[src/rtl/avg_fmt_pkg.sv]
package avg_fmt_pkg;
  typedef enum logic [1:0] {
    TRL_NONE  = 2'b00,
    TRL_CHAN  = 2'b01,
    TRL_FLAGS = 2'b10,
    TRL_RSVD  = 2'b11
  } trail_sel_e;

  localparam logic [15:0] DEBUG_WORD = 16'hA5A5;
endpackage

[src/rtl/avg_accum.sv]
module avg_accum #(
  parameter int DATA_W = 12,
  parameter int CHAN_W = 4,
  parameter int CODE_W = 3,
  parameter int FRAC_W = 4,
  localparam int MAXSH = (1 << CODE_W) - 1,
  localparam int ACC_W = DATA_W + MAXSH,
  localparam int CNT_W = MAXSH + 1,
  localparam int RES_W = DATA_W + FRAC_W
) (
  input  logic              clk,
  input  logic              rst_n,
  input  logic              in_valid,
  input  logic [DATA_W-1:0] in_data,
  input  logic [CHAN_W-1:0] in_chan,
  input  logic [CODE_W-1:0] ratio_code,
  output logic              grp_done,
  output logic [RES_W-1:0]  grp_result
);
  logic [ACC_W-1:0]  sum_q, sum_d, base_sum, new_sum;
  logic [CNT_W-1:0]  cnt_q, cnt_d, base_cnt, new_cnt, target;
  logic [CHAN_W-1:0] chan_q, chan_d;
  logic [CODE_W-1:0] code_q;
  logic              restart;
  logic [ACC_W+FRAC_W-1:0] scaled;

  always_comb begin
    target   = CNT_W'(1) << ratio_code;
    restart  = (ratio_code != code_q) ||
               (in_valid && (cnt_q != '0) && (in_chan != chan_q));
    base_sum = restart ? '0 : sum_q;
    base_cnt = restart ? '0 : cnt_q;
    new_sum  = base_sum + ACC_W'(in_data);
    new_cnt  = base_cnt + CNT_W'(1);
    scaled   = {new_sum, {FRAC_W{1'b0}}} >> ratio_code;
    grp_done   = 1'b0;
    grp_result = scaled[RES_W-1:0];
    sum_d    = base_sum;
    cnt_d    = base_cnt;
    chan_d   = chan_q;
    if (in_valid) begin
      chan_d = in_chan;
      if (new_cnt == target) begin
        grp_done = 1'b1;
        sum_d    = '0;
        cnt_d    = '0;
      end else begin
        sum_d = new_sum;
        cnt_d = new_cnt;
      end
    end
  end

  always_ff @(posedge clk or negedge rst_n) begin
    if (!rst_n) begin
      sum_q  <= '0;
      cnt_q  <= '0;
      chan_q <= '0;
      code_q <= '0;
    end else begin
      sum_q  <= sum_d;
      cnt_q  <= cnt_d;
      chan_q <= chan_d;
      code_q <= ratio_code;
    end
  end

  // a held partial group is always smaller than its group size
  assert_partial_below_group_R2: assert property (@(posedge clk) disable iff (!rst_n)
    ({1'b0, cnt_q} < ((CNT_W+1)'(1) << code_q)));

  // a code change with no sample leaves the group empty
  assert_code_change_clears_R5: assert property (@(posedge clk) disable iff (!rst_n)
    ((ratio_code != code_q) && !in_valid) |=> (cnt_q == '0));
endmodule

[src/rtl/avg_word_pack.sv]
module avg_word_pack
  import avg_fmt_pkg::*;
#(
  parameter int RES_W  = 16,
  parameter int CHAN_W = 4,
  parameter int TRL_W  = 4,
  localparam int WORD_W = RES_W + TRL_W
) (
  input  logic              clk,
  input  logic              rst_n,
  input  logic              grp_done,
  input  logic [RES_W-1:0]  grp_result,
  input  logic [CHAN_W-1:0] grp_chan,
  input  logic [TRL_W-1:0]  status_flags,
  input  logic [1:0]        append_sel,
  input  logic              fixed_pat,
  output logic              out_valid,
  output logic [WORD_W-1:0] out_word,
  output logic              out_wide
);
  logic [RES_W-1:0]  field;
  logic [WORD_W-1:0] word_d;
  logic              wide_d;
  trail_sel_e        sel;

  always_comb begin
    sel   = trail_sel_e'(append_sel);
    field = fixed_pat ? RES_W'(DEBUG_WORD) : grp_result;
    case (sel)
      TRL_CHAN: begin
        word_d = {field, TRL_W'(grp_chan)};
        wide_d = 1'b1;
      end
      TRL_FLAGS: begin
        word_d = {field, status_flags};
        wide_d = 1'b1;
      end
      default: begin
        word_d = {{TRL_W{1'b0}}, field};
        wide_d = 1'b0;
      end
    endcase
  end

  always_ff @(posedge clk or negedge rst_n) begin
    if (!rst_n) begin
      out_valid <= 1'b0;
      out_word  <= '0;
      out_wide  <= 1'b0;
    end else begin
      out_valid <= grp_done;
      if (grp_done) begin
        out_word <= word_d;
        out_wide <= wide_d;
      end
    end
  end

  // a word without trailer has zero upper bits
  assert_narrow_upper_zero_R6: assert property (@(posedge clk) disable iff (!rst_n)
    (out_valid && !out_wide) |-> (out_word[WORD_W-1:RES_W] == '0));

  // word and width hold between pulses
  assert_word_holds_R11: assert property (@(posedge clk) disable iff (!rst_n)
    !out_valid |-> ($stable(out_word) && $stable(out_wide)));
endmodule

[src/rtl/avg_result_formatter.sv]
module avg_result_formatter #(
  parameter int DATA_W = 12,
  parameter int CHAN_W = 4,
  parameter int CODE_W = 3,
  parameter int FRAC_W = 4,
  parameter int TRL_W  = 4,
  localparam int RES_W  = DATA_W + FRAC_W,
  localparam int WORD_W = RES_W + TRL_W
) (
  input  logic              clk,
  input  logic              rst_n,
  input  logic              in_valid,
  input  logic [DATA_W-1:0] in_data,
  input  logic [CHAN_W-1:0] in_chan,
  input  logic [CODE_W-1:0] ratio_code,
  input  logic [1:0]        append_sel,
  input  logic              fixed_pat,
  input  logic [TRL_W-1:0]  status_flags,
  output logic              out_valid,
  output logic [WORD_W-1:0] out_word,
  output logic              out_wide
);
  logic [1:0]       rst_pipe;
  logic             rst_sync_n;
  logic             grp_done;
  logic [RES_W-1:0] grp_result;

  always_ff @(posedge clk or negedge rst_n) begin
    if (!rst_n) rst_pipe <= 2'b00;
    else        rst_pipe <= {rst_pipe[0], 1'b1};
  end
  assign rst_sync_n = rst_pipe[1];

  avg_accum #(
    .DATA_W(DATA_W), .CHAN_W(CHAN_W), .CODE_W(CODE_W), .FRAC_W(FRAC_W)
  ) accum_i (
    .clk(clk), .rst_n(rst_sync_n), .in_valid(in_valid), .in_data(in_data),
    .in_chan(in_chan), .ratio_code(ratio_code),
    .grp_done(grp_done), .grp_result(grp_result)
  );

  avg_word_pack #(
    .RES_W(RES_W), .CHAN_W(CHAN_W), .TRL_W(TRL_W)
  ) pack_i (
    .clk(clk), .rst_n(rst_sync_n), .grp_done(grp_done), .grp_result(grp_result),
    .grp_chan(in_chan), .status_flags(status_flags), .append_sel(append_sel),
    .fixed_pat(fixed_pat), .out_valid(out_valid), .out_word(out_word),
    .out_wide(out_wide)
  );

  // no word without a sample in the cycle before
  assert_no_pulse_without_sample_R3: assert property (@(posedge clk) disable iff (!rst_sync_n)
    !in_valid |=> !out_valid);

  // pass-through samples always yield a word
  assert_passthrough_emits_R1: assert property (@(posedge clk) disable iff (!rst_sync_n)
    (in_valid && (ratio_code == '0)) |=> out_valid);
endmodule

[config.mk]
export PLATFORM = sky130hd
export DESIGN_NAME = avg_result_formatter
export DESIGN_NICKNAME = d
export VERILOG_FILES = /design/src/rtl/avg_fmt_pkg.sv /design/src/rtl/avg_accum.sv /design/src/rtl/avg_word_pack.sv /design/src/rtl/avg_result_formatter.sv
export SDC_FILE = /design/constraint.sdc
export NUM_CORES = 1
export LEC_CHECK = 0
export BUFFER_PORTS_ARGS = -buffer_cell sky130_fd_sc_hd__buf_2
export CAP_MARGIN = 0
export CORE_MARGIN = 10
export CORE_UTILIZATION = 45
export CTS_CLUSTER_SIZE = 28
export DETAILED_ROUTE_END_ITERATION = 10
export GPL_TIMING_DRIVEN = 0
export PLACE_DENSITY = 0.7
export REMOVE_ABC_BUFFERS = 1
export SYNTH_ARGS = -nofsm -noshare
export SYNTH_HDL_FRONTEND = slang
export SYNTH_HIERARCHICAL = 1
export SYNTH_SLANG_ARGS = --single-unit
[constraint.sdc]
create_clock -name clk -period 2.15 [get_ports clk]
set_clock_uncertainty 0.15 [all_clocks]
set_input_delay 0.215 -clock clk [delete_from_list [all_inputs] [get_ports clk]]
set_output_delay 0.215 -clock clk [all_outputs]
set_load 0.02 [all_outputs]
==> results of run 1 <==
[flip-flops by register name, summed over array words and instances (netlist names)]
register          flops
pack_i/out_word      20
accum_i/sum_q        19
accum_i/cnt_q         8
accum_i/chan_q        4
accum_i/code_q        3
rst_pipe              2
pack_i/out_valid      1
pack_i/out_wide       1
[cell usage after synthesis (5+ instances only)]
cell type	instances	share of area [%]
nand2_1	61	5.2
nor2_1	60	5.1
dfrtp_1	58	33
a21oi_1	34	3.8
inv_1	26	2.2
xnor2_1	25	4.9
o21ai_0	24	2.7
o22ai_1	19	2.7
clkbuf_1	17	1.4
ha_1	17	4.8
mux2i_1	14	3.2
nand3_1	12	1.4
mux2_2	11	2.8
nand4_1	9	1.3
nor2b_1	8	1.1
xor2_1	8	1.6
a22o_1	7	1.4
a211oi_1	6	1.0
a21o_1	6	1.0
buf_2	6	0.68
nand2b_1	6	0.85
nor3_1	6	0.68
o31ai_1	6	1.0
a221oi_1	5	0.99
buf_1	5	0.42
o211ai_1	5	0.85
o2bb2ai_1	5	0.99
[timing repair]
action	in CTS	in global routing
hold buffers	6	0
endpoints found under the setup margin	49	49
resized for setup	131	95
buffers inserted	58	26
pin swaps	56	61
cloned	6	0
endpoints found under the hold margin	7	0
[layer usage]
metal / routed length (µm) / GRT usage, % / vias up
li1: - / - / 2180
met1: 6495 / 24.62 / 2457
met2: 8098 / 34.13 / 375
met4: 927 / 10.53 / 0
met3: 1579 / 5.385 / 92
met5: 0 / 0 / -
[layout by cell type (no fill, tap or decap), types with 13 or more instances in the layout]
| master | count |
|---|---|
| buf_4 | 54 |
| nor2_1 | 51 |
| dfrtp_1 | 50 |
| nand2_1 | 48 |
| buf_2 | 48 |
| buf_6 | 22 |
| a21oi_1 | 20 |
| xnor2_1 | 19 |
| o22ai_1 | 17 |
| inv_1 | 16 |
| o21ai_0 | 13 |
[worst min-delay path, cell delays in order]
cell	delay, ps
buf_2	90
a221oi_2	70
nor2_1	100
[where the power goes]
part	switching, mW	internal [mW]	total [mW]
Combinational	0.808	0.573	1.38
Sequential	0.127	1.26	1.38
Clock	0.489	0.769	1.26
[area by class of cell]
| cell class | instances | area, µm² |
|---|---|---|
| Timing Repair inverter | 2 | 12.51 |
| Fill cell | 603 | 3009 |
| Tap cell | 133 | 166.4 |
| Clock inverter | 5 | 102.6 |
| Multi-Input combinational cell | 421 | 3603 |
| Clock buffer | 11 | 131.4 |
| Sequential cell | 58 | 1461 |
| Inverter | 28 | 121.4 |
| Timing Repair Buffer | 136 | 1076 |
[cells by family (layout without fill, tap and decap cells)]
logic type,count (synthesis),after routing
AO/OA/AOI/OAI,155,156
XOR/XNOR,33,33
adder cells (fa/ha/maj),18,18
buffers and inverters,58,182
flip-flops,58,58
multiplexers,25,25
other,1,1
AND/OR/NAND/NOR,188,188
[worst max path at each step]
stage                                 from                              end  slack [ps]  cells past startpoint
2_1_floorplan   accum_i/cnt_q[4]$_DFF_PN0_  pack_i/out_word[10]$_DFFE_PN0P_       -2960                     17
3_3_place_gp                 ratio_code[0]   pack_i/out_word[0]$_DFFE_PN0P_       -5160                     19
3_5_place_dp                 ratio_code[0]   pack_i/out_word[0]$_DFFE_PN0P_       -3960                     20
4_1_cts         accum_i/cnt_q[6]$_DFF_PN0_  pack_i/out_word[15]$_DFFE_PN0P_       -1830                     20
5_1_grt        accum_i/code_q[1]$_DFF_PN0_  pack_i/out_word[10]$_DFFE_PN0P_       -2210                     20
6_report       accum_i/code_q[1]$_DFF_PN0_  pack_i/out_word[13]$_DFFE_PN0P_       -2150                     19
[metrics by stage]
step	area, µm²	cells	power [mW]
6_report	6675	794	4.023
5_1_grt	6675	794	4.168
4_1_cts	6161	776	3.836
3_5_place_dp	4758	691	2.359
3_3_place_gp	4718	689	2.331
2_1_floorplan	4302	506	1.986
==> flow_summary.json, run 1 <==
{
  "irDropWorstVdd_mv": 0.6006,
  "finalHoldViolCount": 0,
  "synth.distinct_cells": 63,
  "leakage_nw": 2.919,
  "syn_to_final_growth_pct": 50.58,
  "whs_path_depth": 3,
  "powerDensity_nw_per_um2": 602.7,
  "synth_xor_area_share_pct": 6.520,
  "synth_ff_type": "dfrtp_1",
  "drive_gt1_share_pct": 45.08,
  "whs_ps": 8.517,
  "relSlewSlack_pct": 56.51,
  "cts_tree": "built",
  "r2r_cells": 19,
  "slowest_delay_ps": 460,
  "synth_compound_area_share_pct": 24.19,
  "synth_seq_cells": 58,
  "htreeDepth": 3,
  "rsz0062_at_grt": "yes",
  "post_drt_wl_per_cell_um": 21.54,
  "worstPathRequired_ps": 2220,
  "drtAntennaViolNets": 0,
  "cts_sinks": 58,
  "fin_crit_ps": 4296,
  "crit_chain": "xnor2_2 > nand3_2 > a21oi_4 > buf_8 > nand2_4 > inv_2 > ha_4 > nand4_1 > nor4_4 > nor2_2 > a31oi_4 > o2111a_2 > xnor2_2 > mux2i_2 > buf_4 > a21oi_1 > a21oi_1 > nor2_1 > o221ai_1",
  "violations": "setup timing",
  "worstMarginPinSlew_ps": 652.4,
  "yosysWarnings": 6,
  "yosysSeqAreaShare_pct": 32.74,
  "dr.pass1.iters": 6,
  "cp_max_fo": 5,
  "grt_start_max_net_pins": 47,
  "setup_slack_ps": -2146,
  "slew_viol_final": 0,
  "dieHeight_um": 119.3,
  "path_buf_inv": 3,
  "numCtsBuffers": 9,
  "worstSetupEndpointType": "register",
  "final_util_pct": 68.93,
  "hold_class": "primary input to register",
  "outcome": "complete, but fails checks",
  "setup_viol": 49,
  "synth_cells": 536,
  "root_buffer": "clkbuf_8",
  "grt_usage_pct": 20.79,
  "vias_per_cell": 6.428,
  "worst-setup-path-type": "register to register",
  "rows": 36,
  "io_pins": 51,
  "dieArea_um2": 14220,
  "hpwlAfterDp_mm": 8.545,
  "core_area_um2": 9684,
  "period_share_pct": 199.8,
  "grt_remaining_overflow": 0,
  "synth-edff-count": 0,
  "ff2ff_setup_slack_ps": -2150,
  "drtIter0Drc": 688,
  "die_x_um": 119.3,
  "vias": 5104,
  "num-nets-final": 703,
  "r2r-end": "pack_i/out_word[13]$_DFFE_PN0P_",
  "fmax_mhz": 232.8,
  "grt_pass1_vias": 4867,
  "clock_path_buffers": 2,
  "clk_latency_ps": 370,
  "crit_family": "simple AND/OR/NAND/NOR gates",
  "synthAdderAreaFrac_pct": 5.250,
  "syn_area_um2": 4433,
  "synth_top_family_by_area": "compound AO/OA/AOI/OAI gates",
  "yosys.area_share.simple_pct": 19.93,
  "diodes": 0,
  "clk_pin_slew_ps": 70,
  "synth.avg_cell_area_um2": 8.271,
  "cpMaxStageDelayCell": "nor4_4",
  "maxCapViolCount": 0,
  "whs_endpoint": "pack_i/out_word[0]$_DFFE_PN0P_",
  "place_congestion": 0.9067,
  "tns_ps": -86490,
  "numPortBuffers": 50,
  "start_util_pct": 45.78,
  "holdCritStartpoint": "status_flags[0]",
  "drc_errors": 0,
  "critPathLaunchType": "register",
  "crit_arrival_ps": 4360,
  "async_reset_ff_share_pct": 100.0,
  "antenna_found_initial": 0,
  "timing.rr.start": "accum_i/code_q[1]$_DFF_PN0_",
  "grt_pass1_wl_mm": 24.54,
  "wirelength_mm": 17.10,
  "dp_slack_ps": -3958,
  "muxShareOfSynthArea_pct": 5.955
}
Note: power is estimated with default switching activity, not from simulation.
==> inputs of run 2 (changes only) <==
Settings changed: SYNTH_HIERARCHICAL 1 to default.
==> flow_summary.json, run 2 <==
{
  "grt_pass1_vias": 5386,
  "relSlewSlack_pct": 39.12,
  "drtIter0Drc": 601,
  "setup_viol": 49,
  "root_buffer": "clkbuf_8",
  "dr.pass1.iters": 5,
  "antenna_found_initial": 0,
  "path_buf_inv": 4,
  "worstSetupEndpointType": "register",
  "crit_arrival_ps": 4270,
  "outcome": "complete, but fails checks",
  "post_drt_wl_per_cell_um": 21.26,
  "fmax_mhz": 241.5,
  "dieArea_um2": 15400,
  "start_util_pct": 46.60,
  "leakage_nw": 2.956,
  "grt_usage_pct": 21.71,
  "crit_path_start": "accum_i.cnt_q[7]$_DFF_PN0_",
  "multi_input_area_um2": 4259,
  "core_area_um2": 10460,
  "worstPathRequired_ps": 2270,
  "layout_common_cells": "nand2_1, dfrtp_1, buf_4",
  "io_pins": 51,
  "clk_pin_slew_ps": 70,
  "seqCellArea_um2": 1459,
  "yosysSeqAreaShare_pct": 29.77,
  "r2r_cells": 19,
  "synth.distinct_cells": 72,
  "hpwlAfterDp_mm": 9.978,
  "layout_commonest_cell": "nand2_1",
  "clk_latency_ps": 360,
  "die_x_um": 124.1,
  "slew_viol_final": 0,
  "cp_max_fo": 4,
  "yosysTopAreaCellShare_pct": 29.77,
  "finalHoldViolCount": 0,
  "powerDensity_nw_per_um2": 538.0,
  "fin_area_um2": 7176,
  "whs_ps": 11.02,
  "yosysTopAreaCell": "dfrtp_1",
  "rows": 37,
  "vias": 5581,
  "reg_top3": "pack_i.out_word (20), accum_i.sum_q (19), accum_i.cnt_q (8)",
  "clock_path_buffers": 2,
  "htreeDepth": 3,
  "numCtsBuffers": 9,
  "whs_endpoint": "accum_i.chan_q[3]$_DFFE_PN0P_",
  "dieHeight_um": 124.1,
  "holdCritStartpoint": "in_chan[3]",
  "syn_area_um2": 4876,
  "async_reset_ff_share_pct": 100.0,
  "worst-setup-path-type": "register to register",
  "yosysMostFrequentCell": "nand2_1",
  "drc_errors": 0,
  "synth_cells": 615,
  "critPathLaunchType": "register",
  "ff2ff_setup_slack_ps": -1990,
  "yosysWarnings": 0,
  "numPortBuffers": 50,
  "crit_chain": "nor4_4 > a21boi_4 > a21oi_4 > buf_12 > nand2_4 > inv_4 > ha_4 > inv_2 > fa_2 > nor2b_4 > o2111ai_4 > buf_6 > and3b_2 > nor3_2 > a21oi_1 > a22o_1 > a211oi_2 > a21oi_2 > o21ai_1",
  "place_inst": 758,
  "slowest_delay_ps": 430,
  "hold_class": "primary input to register",
  "vias_per_cell": 6.566,
  "placed_cell_area_um2": 5150,
  "irDropWorstVdd_mv": 0.4350,
  "place_congestion": 0.8831,
  "largest_reg_flops": 20,
  "wirelength_mm": 18.07,
  "cts_tree": "built",
  "syn_to_final_growth_pct": 47.16,
  "tns_ps": -82660,
  "synth-edff-count": 0,
  "fin_crit_ps": 4141,
  "crit_family": "compound AO/OA/AOI/OAI gates",
  "grt_start_max_net_pins": 62,
  "drtAntennaViolNets": 0,
  "maxCapViolCount": 0,
  "drive_gt1_share_pct": 44.54,
  "num-nets-final": 754,
  "cts_sinks": 58,
  "synth_ff_type": "dfrtp_1",
  "whs_path_depth": 2,
  "violations": "setup timing",
  "timing.rr.start": "accum_i.cnt_q[7]$_DFF_PN0_",
  "fillers": 782,
  "grt_remaining_overflow": 0,
  "synth_common_cells": "nand2_1, dfrtp_1, nor2_1",
  "synth_seq_cells": 58,
  "worstMarginPinSlew_ps": 913.2,
  "synth_area_leaders": "dfrtp_1, nand2_1, nor2_1",
  "fin_cells": 850,
  "synth.avg_cell_area_um2": 7.928,
  "period_share_pct": 192.6,
  "dp_slack_ps": -4179,
  "r2r-end": "pack_i.out_word[4]$_DFFE_PN0P_",
  "setup_slack_ps": -1991,
  "cpMaxStageDelayCell": "dfrtp_2",
  "rsz0062_at_grt": "yes",
  "largest_register": "pack_i.out_word",
  "grt_pass1_wl_mm": 27.22,
  "diodes": 0
}
-- run 2: changes by cell type after synthesis, moves of 7 or more --
cell	change
a211oi_1	+10
clkbuf_1	+15
o22ai_1	-7
nor2_1	-8
xnor2_1	-11
nand3_1	+11
a21o_1	+7
nand2_1	+7
o21ai_0	+13
-- run 2: power by group --
part | internal, mW | switching (mW)
clock | 0.564 | 0.514
combinational | 0.587 | 0.851
sequential | 1.25 | 0.0965
-- run 2: what timing repair did --
| action | CTS | global route |
|---|---|---|
| pin swaps | 80 | 55 |
| hold buffers | 1 | 0 |
| hold endpoints to repair | 2 | 0 |
| resized for setup | 194 | 82 |
| buffers inserted | 49 | 23 |
| setup endpoints to repair | 49 | 49 |
| cloned | 6 | 1 |
-- run 2: worst reg2reg max path: cells and delay by family (launching register included) --
family	cells	cell delay, ps
AND/OR/NAND/NOR	5	1110
AO/OA/AOI/OAI	8	1490
buffers and inverters	4	400
flip-flops	1	430
adder cells (fa/ha/maj)	2	500
-- run 2: area by class of cell --
cell class	count	share of cell area (%)
multi-input cells	492	59.35
flip-flops and latches	58	20.33
repair buffers	123	13.71
well taps	136	2.371
clock buffers	11	1.970
inverters	25	1.517
clock inverters	5	0.7498
-- run 2: logic make-up after synthesis --
group / after synthesis / share of synthesized area, %
compound gates: 205 / 28.87
xor+xnor: 21 / 3.772
fa+ha+maj: 16 / 4.260
buf+inv: 70 / 5.671
flops: 58 / 29.77
mux: 19 / 4.619
other cells: 1 / 0.07691
simple gates: 225 / 22.97
-- run 2: worst max-delay path by stage --
stage	to	slack [ps]	depth (start not counted)
finish	pack_i.out_word[4]$_DFFE_PN0P_	-1990	19
global route	pack_i.out_word[4]$_DFFE_PN0P_	-2110	19
CTS	pack_i.out_word[15]$_DFFE_PN0P_	-1900	20
detailed placement	pack_i.out_word[6]$_DFFE_PN0P_	-4180	16
global placement	pack_i.out_word[6]$_DFFE_PN0P_	-4740	16
floorplan	pack_i.out_word[9]$_DFFE_PN0P_	-2720	15
-- run 2: metal layers --
metal	track usage, %	wire length (µm)	vias up
li1	-	-	2488
met1	26.75	6855	2701
met2	35.90	9151	314
met3	3.575	1354	78
met4	10.94	712	0
met5	0	0	-
-- run 2: stage by stage --
stage	utilization [%]	total power, mW
6_report	68.58	3.861
5_1_grt	68.58	4.034
4_1_cts	63.80	3.714
3_5_place_dp	49.22	2.384
3_3_place_gp	48.88	2.352
2_1_floorplan	-	2.003
